## src/rtl/spim_pkg.sv

```systemverilog
package spim_pkg;
  typedef enum logic [1:0] {
    NSS_3W    = 2'b00,
    NSS_MM    = 2'b01,
    NSS_4W_LO = 2'b10,
    NSS_4W_HI = 2'b11
  } nss_mode_e;

  localparam logic [1:0] ADDR_CTRL = 2'd0;
  localparam logic [1:0] ADDR_DATA = 2'd1;
  localparam logic [1:0] ADDR_DIV  = 2'd2;

  localparam int B_SPIEN = 0;
  localparam int B_MSTEN = 1;
  localparam int B_IE    = 2;
  localparam int B_MODE0 = 3;
  localparam int B_MODE1 = 4;
  localparam int B_DONE  = 5;
  localparam int B_FAULT = 6;
  localparam int B_WCOL  = 7;
endpackage

```

## src/rtl/spim_sync.sv

```systemverilog
module spim_sync #(
  parameter int   STAGES  = 2,
  parameter logic RST_VAL = 1'b1
) (
  input  logic clk,
  input  logic rst,
  input  logic d,
  output logic q
);
  logic [STAGES-1:0] chain_q;

  always_ff @(posedge clk) begin
    if (rst) chain_q <= {STAGES{RST_VAL}};
    else     chain_q <= {chain_q[STAGES-2:0], d};
  end

  assign q = chain_q[STAGES-1];
endmodule

```

## src/rtl/spim_shift.sv

```systemverilog
module spim_shift #(
  parameter int DATA_W = 8,
  parameter int DIV_W  = 8
) (
  input  logic              clk,
  input  logic              rst,
  input  logic              start,
  input  logic              abort,
  input  logic [DIV_W-1:0]  div,
  input  logic [DATA_W-1:0] tx,
  input  logic              miso,
  output logic              sck,
  output logic              mosi,
  output logic              busy,
  output logic              done,
  output logic [DATA_W-1:0] rx
);
  localparam int HC_W    = $clog2(2*DATA_W);
  localparam int HC_LAST = 2*DATA_W - 1;

  logic              busy_q, sck_q, rbit_q, done_q;
  logic [DIV_W-1:0]  cnt_q;
  logic [HC_W-1:0]   half_q;
  logic [DATA_W-1:0] sreg_q, rx_q;

  always_ff @(posedge clk) begin
    if (rst) begin
      busy_q <= 1'b0;
      sck_q  <= 1'b0;
      rbit_q <= 1'b0;
      done_q <= 1'b0;
      cnt_q  <= '0;
      half_q <= '0;
      sreg_q <= '0;
      rx_q   <= '0;
    end else begin
      done_q <= 1'b0;
      if (abort) begin
        busy_q <= 1'b0;
        sck_q  <= 1'b0;
      end else if (start && !busy_q) begin
        busy_q <= 1'b1;
        sreg_q <= tx;
        cnt_q  <= '0;
        half_q <= '0;
        sck_q  <= 1'b0;
      end else if (busy_q) begin
        if (cnt_q >= div) begin
          cnt_q  <= '0;
          sck_q  <= ~sck_q;
          half_q <= half_q + 1'b1;
          if (!sck_q) begin
            rbit_q <= miso;
          end else begin
            sreg_q <= {sreg_q[DATA_W-2:0], rbit_q};
            if (half_q == HC_W'(HC_LAST)) begin
              busy_q <= 1'b0;
              done_q <= 1'b1;
              rx_q   <= {sreg_q[DATA_W-2:0], rbit_q};
            end
          end
        end else begin
          cnt_q <= cnt_q + 1'b1;
        end
      end
    end
  end

  assign sck  = sck_q;
  assign mosi = sreg_q[DATA_W-1];
  assign busy = busy_q;
  assign done = done_q;
  assign rx   = rx_q;

  a_r9_abort_idles: assert property (@(posedge clk) disable iff (rst)
    abort |=> (!busy_q && !sck_q));
  a_r10_sck_low_when_idle: assert property (@(posedge clk) disable iff (rst)
    !busy_q |-> !sck_q);
  a_r2_done_ends_transfer: assert property (@(posedge clk) disable iff (rst)
    done_q |-> $past(busy_q));
endmodule

```

## src/rtl/spim_mf.sv

```systemverilog
module spim_mf #(
  parameter int DATA_W  = 8,
  parameter int DIV_W   = 8,
  parameter int DIV_RST = 2
) (
  input  logic              clk,
  input  logic              rst,
  input  logic              reg_wr,
  input  logic [1:0]        reg_addr,
  input  logic [7:0]        reg_wdata,
  output logic [7:0]        ctrl_rd,
  output logic [DATA_W-1:0] rx_data,
  output logic              irq,
  output logic              sck,
  output logic              mosi,
  input  logic              miso,
  input  logic              nss_in,
  output logic              nss_out,
  output logic              nss_oe
);
  import spim_pkg::*;

  logic             spien_q, msten_q, ie_q, done_q, fault_q, wcol_q, irq_q;
  nss_mode_e        mode_q;
  logic [DIV_W-1:0] div_q;
  logic             nss_s, busy, done_p, fault_hit, wr_ctrl, wr_data, wr_div, go;

  spim_sync #(.STAGES(2), .RST_VAL(1'b1)) u_sync (
    .clk(clk), .rst(rst), .d(nss_in), .q(nss_s)
  );

  assign wr_ctrl   = reg_wr && (reg_addr == ADDR_CTRL);
  assign wr_data   = reg_wr && (reg_addr == ADDR_DATA);
  assign wr_div    = reg_wr && (reg_addr == ADDR_DIV);
  assign fault_hit = (mode_q == NSS_MM) && spien_q && !nss_s;
  assign go        = wr_data && spien_q && msten_q;

  spim_shift #(.DATA_W(DATA_W), .DIV_W(DIV_W)) u_shift (
    .clk(clk), .rst(rst), .start(go), .abort(fault_hit), .div(div_q),
    .tx(reg_wdata[DATA_W-1:0]), .miso(miso), .sck(sck), .mosi(mosi),
    .busy(busy), .done(done_p), .rx(rx_data)
  );

  always_ff @(posedge clk) begin
    if (rst) begin
      spien_q <= 1'b0;
      msten_q <= 1'b0;
      ie_q    <= 1'b0;
      mode_q  <= NSS_MM;
      done_q  <= 1'b0;
      fault_q <= 1'b0;
      wcol_q  <= 1'b0;
      irq_q   <= 1'b0;
      div_q   <= DIV_W'(DIV_RST);
    end else begin
      if (wr_ctrl) begin
        spien_q <= reg_wdata[B_SPIEN];
        msten_q <= reg_wdata[B_MSTEN];
        ie_q    <= reg_wdata[B_IE];
        mode_q  <= nss_mode_e'({reg_wdata[B_MODE1], reg_wdata[B_MODE0]});
        if (!reg_wdata[B_DONE])  done_q  <= 1'b0;
        if (!reg_wdata[B_FAULT]) fault_q <= 1'b0;
        if (!reg_wdata[B_WCOL])  wcol_q  <= 1'b0;
      end
      if (wr_div) div_q <= reg_wdata[DIV_W-1:0];
      if (done_p) done_q <= 1'b1;
      if (wr_data && busy) wcol_q <= 1'b1;
      if (fault_hit) begin
        spien_q <= 1'b0;
        msten_q <= 1'b0;
        fault_q <= 1'b1;
      end
      irq_q <= ie_q && (done_q || fault_q);
    end
  end

  assign ctrl_rd = {wcol_q, fault_q, done_q, mode_q[1], mode_q[0], ie_q, msten_q, spien_q};
  assign irq     = irq_q;
  assign nss_oe  = mode_q[1];
  assign nss_out = mode_q[1] & mode_q[0];

  a_r6_fault_disables: assert property (@(posedge clk) disable iff (rst)
    fault_hit |=> (!spien_q && !msten_q && fault_q));
  a_r2_done_sticky: assert property (@(posedge clk) disable iff (rst)
    (done_q && !wr_ctrl) |=> done_q);
  a_r8_wcol_on_busy_write: assert property (@(posedge clk) disable iff (rst)
    (wr_data && busy) |=> wcol_q);
  a_r7_irq_follows_flags: assert property (@(posedge clk) disable iff (rst)
    (ie_q && (done_q || fault_q)) |=> irq_q);
endmodule

```

## config.mk

```make
export PLATFORM = sky130hd
export DESIGN_NAME = spim_mf
export DESIGN_NICKNAME = d
export VERILOG_FILES = /design/src/rtl/spim_pkg.sv /design/src/rtl/spim_sync.sv /design/src/rtl/spim_shift.sv /design/src/rtl/spim_mf.sv
export SDC_FILE = /design/constraint.sdc
export NUM_CORES = 1
export LEC_CHECK = 0
export ABC_AREA = 1
export BUFFER_PORTS_ARGS = -buffer_cell sky130_fd_sc_hd__clkbuf_2
export CAP_MARGIN = 20
export CELL_PAD_IN_SITES_DETAIL_PLACEMENT = 1
export CELL_PAD_IN_SITES_GLOBAL_PLACEMENT = 1
export CORE_AREA = 2 2 83 85
export DETAILED_ROUTE_END_ITERATION = 10
export DIE_AREA = 0 0 85 87
export PLACE_DENSITY_LB_ADDON = 0.15
export SKIP_CTS_REPAIR_TIMING = 1
export SLEW_MARGIN = 0
export SYNTH_ARGS = -nofsm -noshare
export SYNTH_HDL_FRONTEND = slang
export SYNTH_SLANG_ARGS = --single-unit
```

## constraint.sdc

```tcl
create_clock -name clk -period 4.9 [get_ports clk]
set_clock_uncertainty 0.15 [all_clocks]
set_input_delay 0.735 -clock clk [delete_from_list [all_inputs] [get_ports clk]]
set_output_delay 0.735 -clock clk [all_outputs]
set_load 0.1 [all_outputs]
```

==> results by group <==
Timing
  • Min Tclk post-route: roughly 2.2 ns
  • Tcrit/Tclk final: between 40% and 50%
  • Setup TNS: 0 ns
  • Max Clock Freq: between 400 and 500 MHz
  • Final hold viol count: 0
  • Slew Viols, Final: 0
  • Final Setup Violations: 0
  • RSZ-0062 raised after global routing: no
  • Worst Tran Pin Value: around 0.88 ns
  • Rel. slew slack: between 40% and 50%
  • Hold Worst Slack: about 0.28 ns

Clock network
  • Cts bufs inserted: 5
  • Clock transition at the registers of the reported paths: approximately 0.10 ns
  • CTS Sinks: 51
  • H-tree depth: 2
  • CTS root buf: clkbuf_8
  • Worst-Skew Late Latency: approximately 0.3 ns
  • CTS Buffer Depth: 2
  • CTS tree: yes

Power and ir drop
  • LEAKAGE: around 1.4 nW
  • Power Density: between 200 and 300 mW/mm2
  • Pwr Total: 0.7662 mW
  • Peak VDD IR: 0.1734 mV

Global route
  • Overflow after GRT: 0
  • Initial antenna violation count: 0
  • Vias in the first global route: 2211
  • First-pass GRT wire length: between 10000 and 15000 um
  • Largest net degree at the start of global routing: 31
  • GRT Overall Usage: between 10% and 20%

Synthesis
  • Flops & latches, synth: 51
  • Dominant cell type by area after synthesis: dfxtp_1
  • Ranking of synthesized cells by area: dfxtp_1, nand2_1, nor2_1, inv_1, ha_1
  • Synth Instances: between 300 and 400
  • Mean Syn Cell Area: around 7.0 um2
  • Post-synthesis cell area: roughly 0.0025 mm2
  • Async S/R FF share, synth: 0%
  • Post-Syn Nets: 386
  • Netlist cell types: 30
  • Register area share after synthesis: between 40% and 50%
  • Number of synthesized flops with an enable pin: 0
  • Prevailing post-synth register cell: dfxtp_1
  • Synth top area share: between 40 and 50%
  • Ys Warns: 0

Drt
  • Post-route ant nets: 0
  • First DRT Iteration DRCs: ~70
  • Pre-antenna DRT Iters: 4
  • Vias: 2225
  • WL met2: 2956 um
  • Routed wl met3: 162 um
  • Routed WL per cell: roughly 13 um
  • Top Metal Used: met4
  • # DRC: 0
  • Vias per inst: 4.764
  • WL met1: about 3000 um
  • Drt total wl: 6227 um

Final layout
  • # diodes: 0
  • Non-Filler Instances: 467
  • Layout area overhead: 10.09%
  • Final instance area: between 0.002 and 0.003 mm2
  • Storage cell area: roughly 0.001 mm2
  • Layout cell share with drive strength beyond 1: roughly 17%
  • Multi-input gate area: ~0.0012 mm2
  • Filler cells: 868
  • Final Net Count: roughly 410

Worst setup path
  • CP max FO: 30
  • Critical path required time: 4.98 ns
  • Crit-path cells: clkbuf_2, inv_1, nand2_1, o22ai_1
  • Worst setup EP type: flip-flop
  • Crit start category: input pin
  • CP max-delay cell: inv_1
  • Worst path max stage delay: approximately 0.71 ns
  • CP Data Arrival Time: about 2.3 ns
  • WS Path Type: input pin to flip-flop

Placement
  • # port buffers: 35
  • Final GP Congestion: ~0.74
  • Placed Cells: 459
  • DP Area: roughly 0.0027 mm2
  • HPWL after DPL: 4721 um

Floorplanning
  • Initial Util: 38.70%
  • Die height: approximately 87 um
  • Core ar.: approximately 0.0066 mm2
  • Die X: about 85 um
  • Die Footprint: between 0.007 and 0.008 mm2
  • Ports: 36
  • Row cnt: 30

Job
  • Max-Cap Viols: 0

Run status
  • Outcome: finished clean

Min path
  • Hold Crit Class: flip-flop to flip-flop
## power by group
group / internal (mW) / switching, mW / total (mW) / leakage, nW
Sequential: 0.421 / 0.00385 / 0.424 / 0.413
Combinational: 0.0159 / 0.0556 / 0.0715 / 0.963
Clock: 0.129 / 0.141 / 0.270 / 0.0515
Total: 0.566 / 0.200 / 0.766 / 1.43
## worst paths after layout
path / cells after the start / end / start / slack (ns)
setup / recovery: 4 / u_shift.half_q[3]$_SDFFE_PP0P_ / rst / 2.73
hold / removal: 1 / u_sync.chain_q[1]$_SDFF_PP1_ / u_sync.chain_q[0]$_SDFF_PP1_ / 0.28
setup reg to reg: 7 / u_shift.rx[5]$_SDFFE_PP0P_ / u_shift.busy$_SDFF_PP0_ / 2.84
hold reg to reg: 1 / u_sync.chain_q[1]$_SDFF_PP1_ / u_sync.chain_q[0]$_SDFF_PP1_ / 0.28
## cells in the mapped netlist (3+ instances only)
cell type and count:
inv_2 5, buf_4 8, nand4_1 5, nand3_2 3, dfxtp_1 51, nand2_2 6, nand3_1 13, buf_6 3
o21ai_0 20, o21ai_1 6, inv_1 52, clkbuf_1 4, ha_1 10, nand2_1 78, nor2_1 56, a21oi_1 21
or2_2 3
## logic make-up (layout without fill, tap and decap cells)
family,count (synthesis),count (layout),share of synthesized area [%]
and+or+nand+nor,173,173,30.71
xor gates and xnor gates,3,3,1.034
DFF,51,51,40.16
buffers and inverters,74,100,13.09
AOI/OAI and AO/OA,50,50,10.09
adders and majority gates,10,10,4.921
## per-layer routing
layer	track usage (%)	up-vias
met4	4.473	0
met2	30.61	24
met5	0	-
li1	-	1161
met1	23.55	1033
met3	3.886	7
## worst max-delay path, delay by kind of cell
kind | cells | cell delay [ns]
buffers and inverters | 2 | 0.94
AND/OR/NAND/NOR | 1 | 0.37
AO/OA/AOI/OAI | 1 | 0.20
## per-stage QoR
| stage | setup WS [ns] | util, % |
|---|---|---|
| final | 2.726 | 42.61 |
| after global routing | 2.520 | 42.61 |
| after CTS | 2.702 | 42.61 |
| after detailed placement | 2.358 | 41.09 |
| after global placement | 2.418 | 41.09 |
| after floorplan | 2.300 | - |
## registers in the layout, summed over array words and instances (netlist names), 2 cells and up
signal / cells
div_q: 8
u_shift.sreg_q: 8
u_sync.chain_q: 2
u_shift.half_q: 4
mode_q: 2
u_shift.cnt_q: 8
u_shift.rx: 8
## layout make-up
| type | instances | share of cell area, % |
|---|---|---|
| clock buffer | 8 | 3.576 |
| inverter | 57 | 7.644 |
| multi-input combinational | 236 | 42.47 |
| sequential | 51 | 36.48 |
| tap | 80 | 3.576 |
| timing repair buffer | 35 | 6.258 |
## placed cells by master, fill, tap and decap left out, types with 7 or more instances in the layout
cell type  instances
inv_1             52
a21oi_1           21
nor2_1            56
o21ai_0           20
nand3_1           13
clkbuf_8           7
dfxtp_1           51
nand2_1           78
clkbuf_2          35
ha_1              10
No activity file was read; power rests on OpenSTA's default activity.
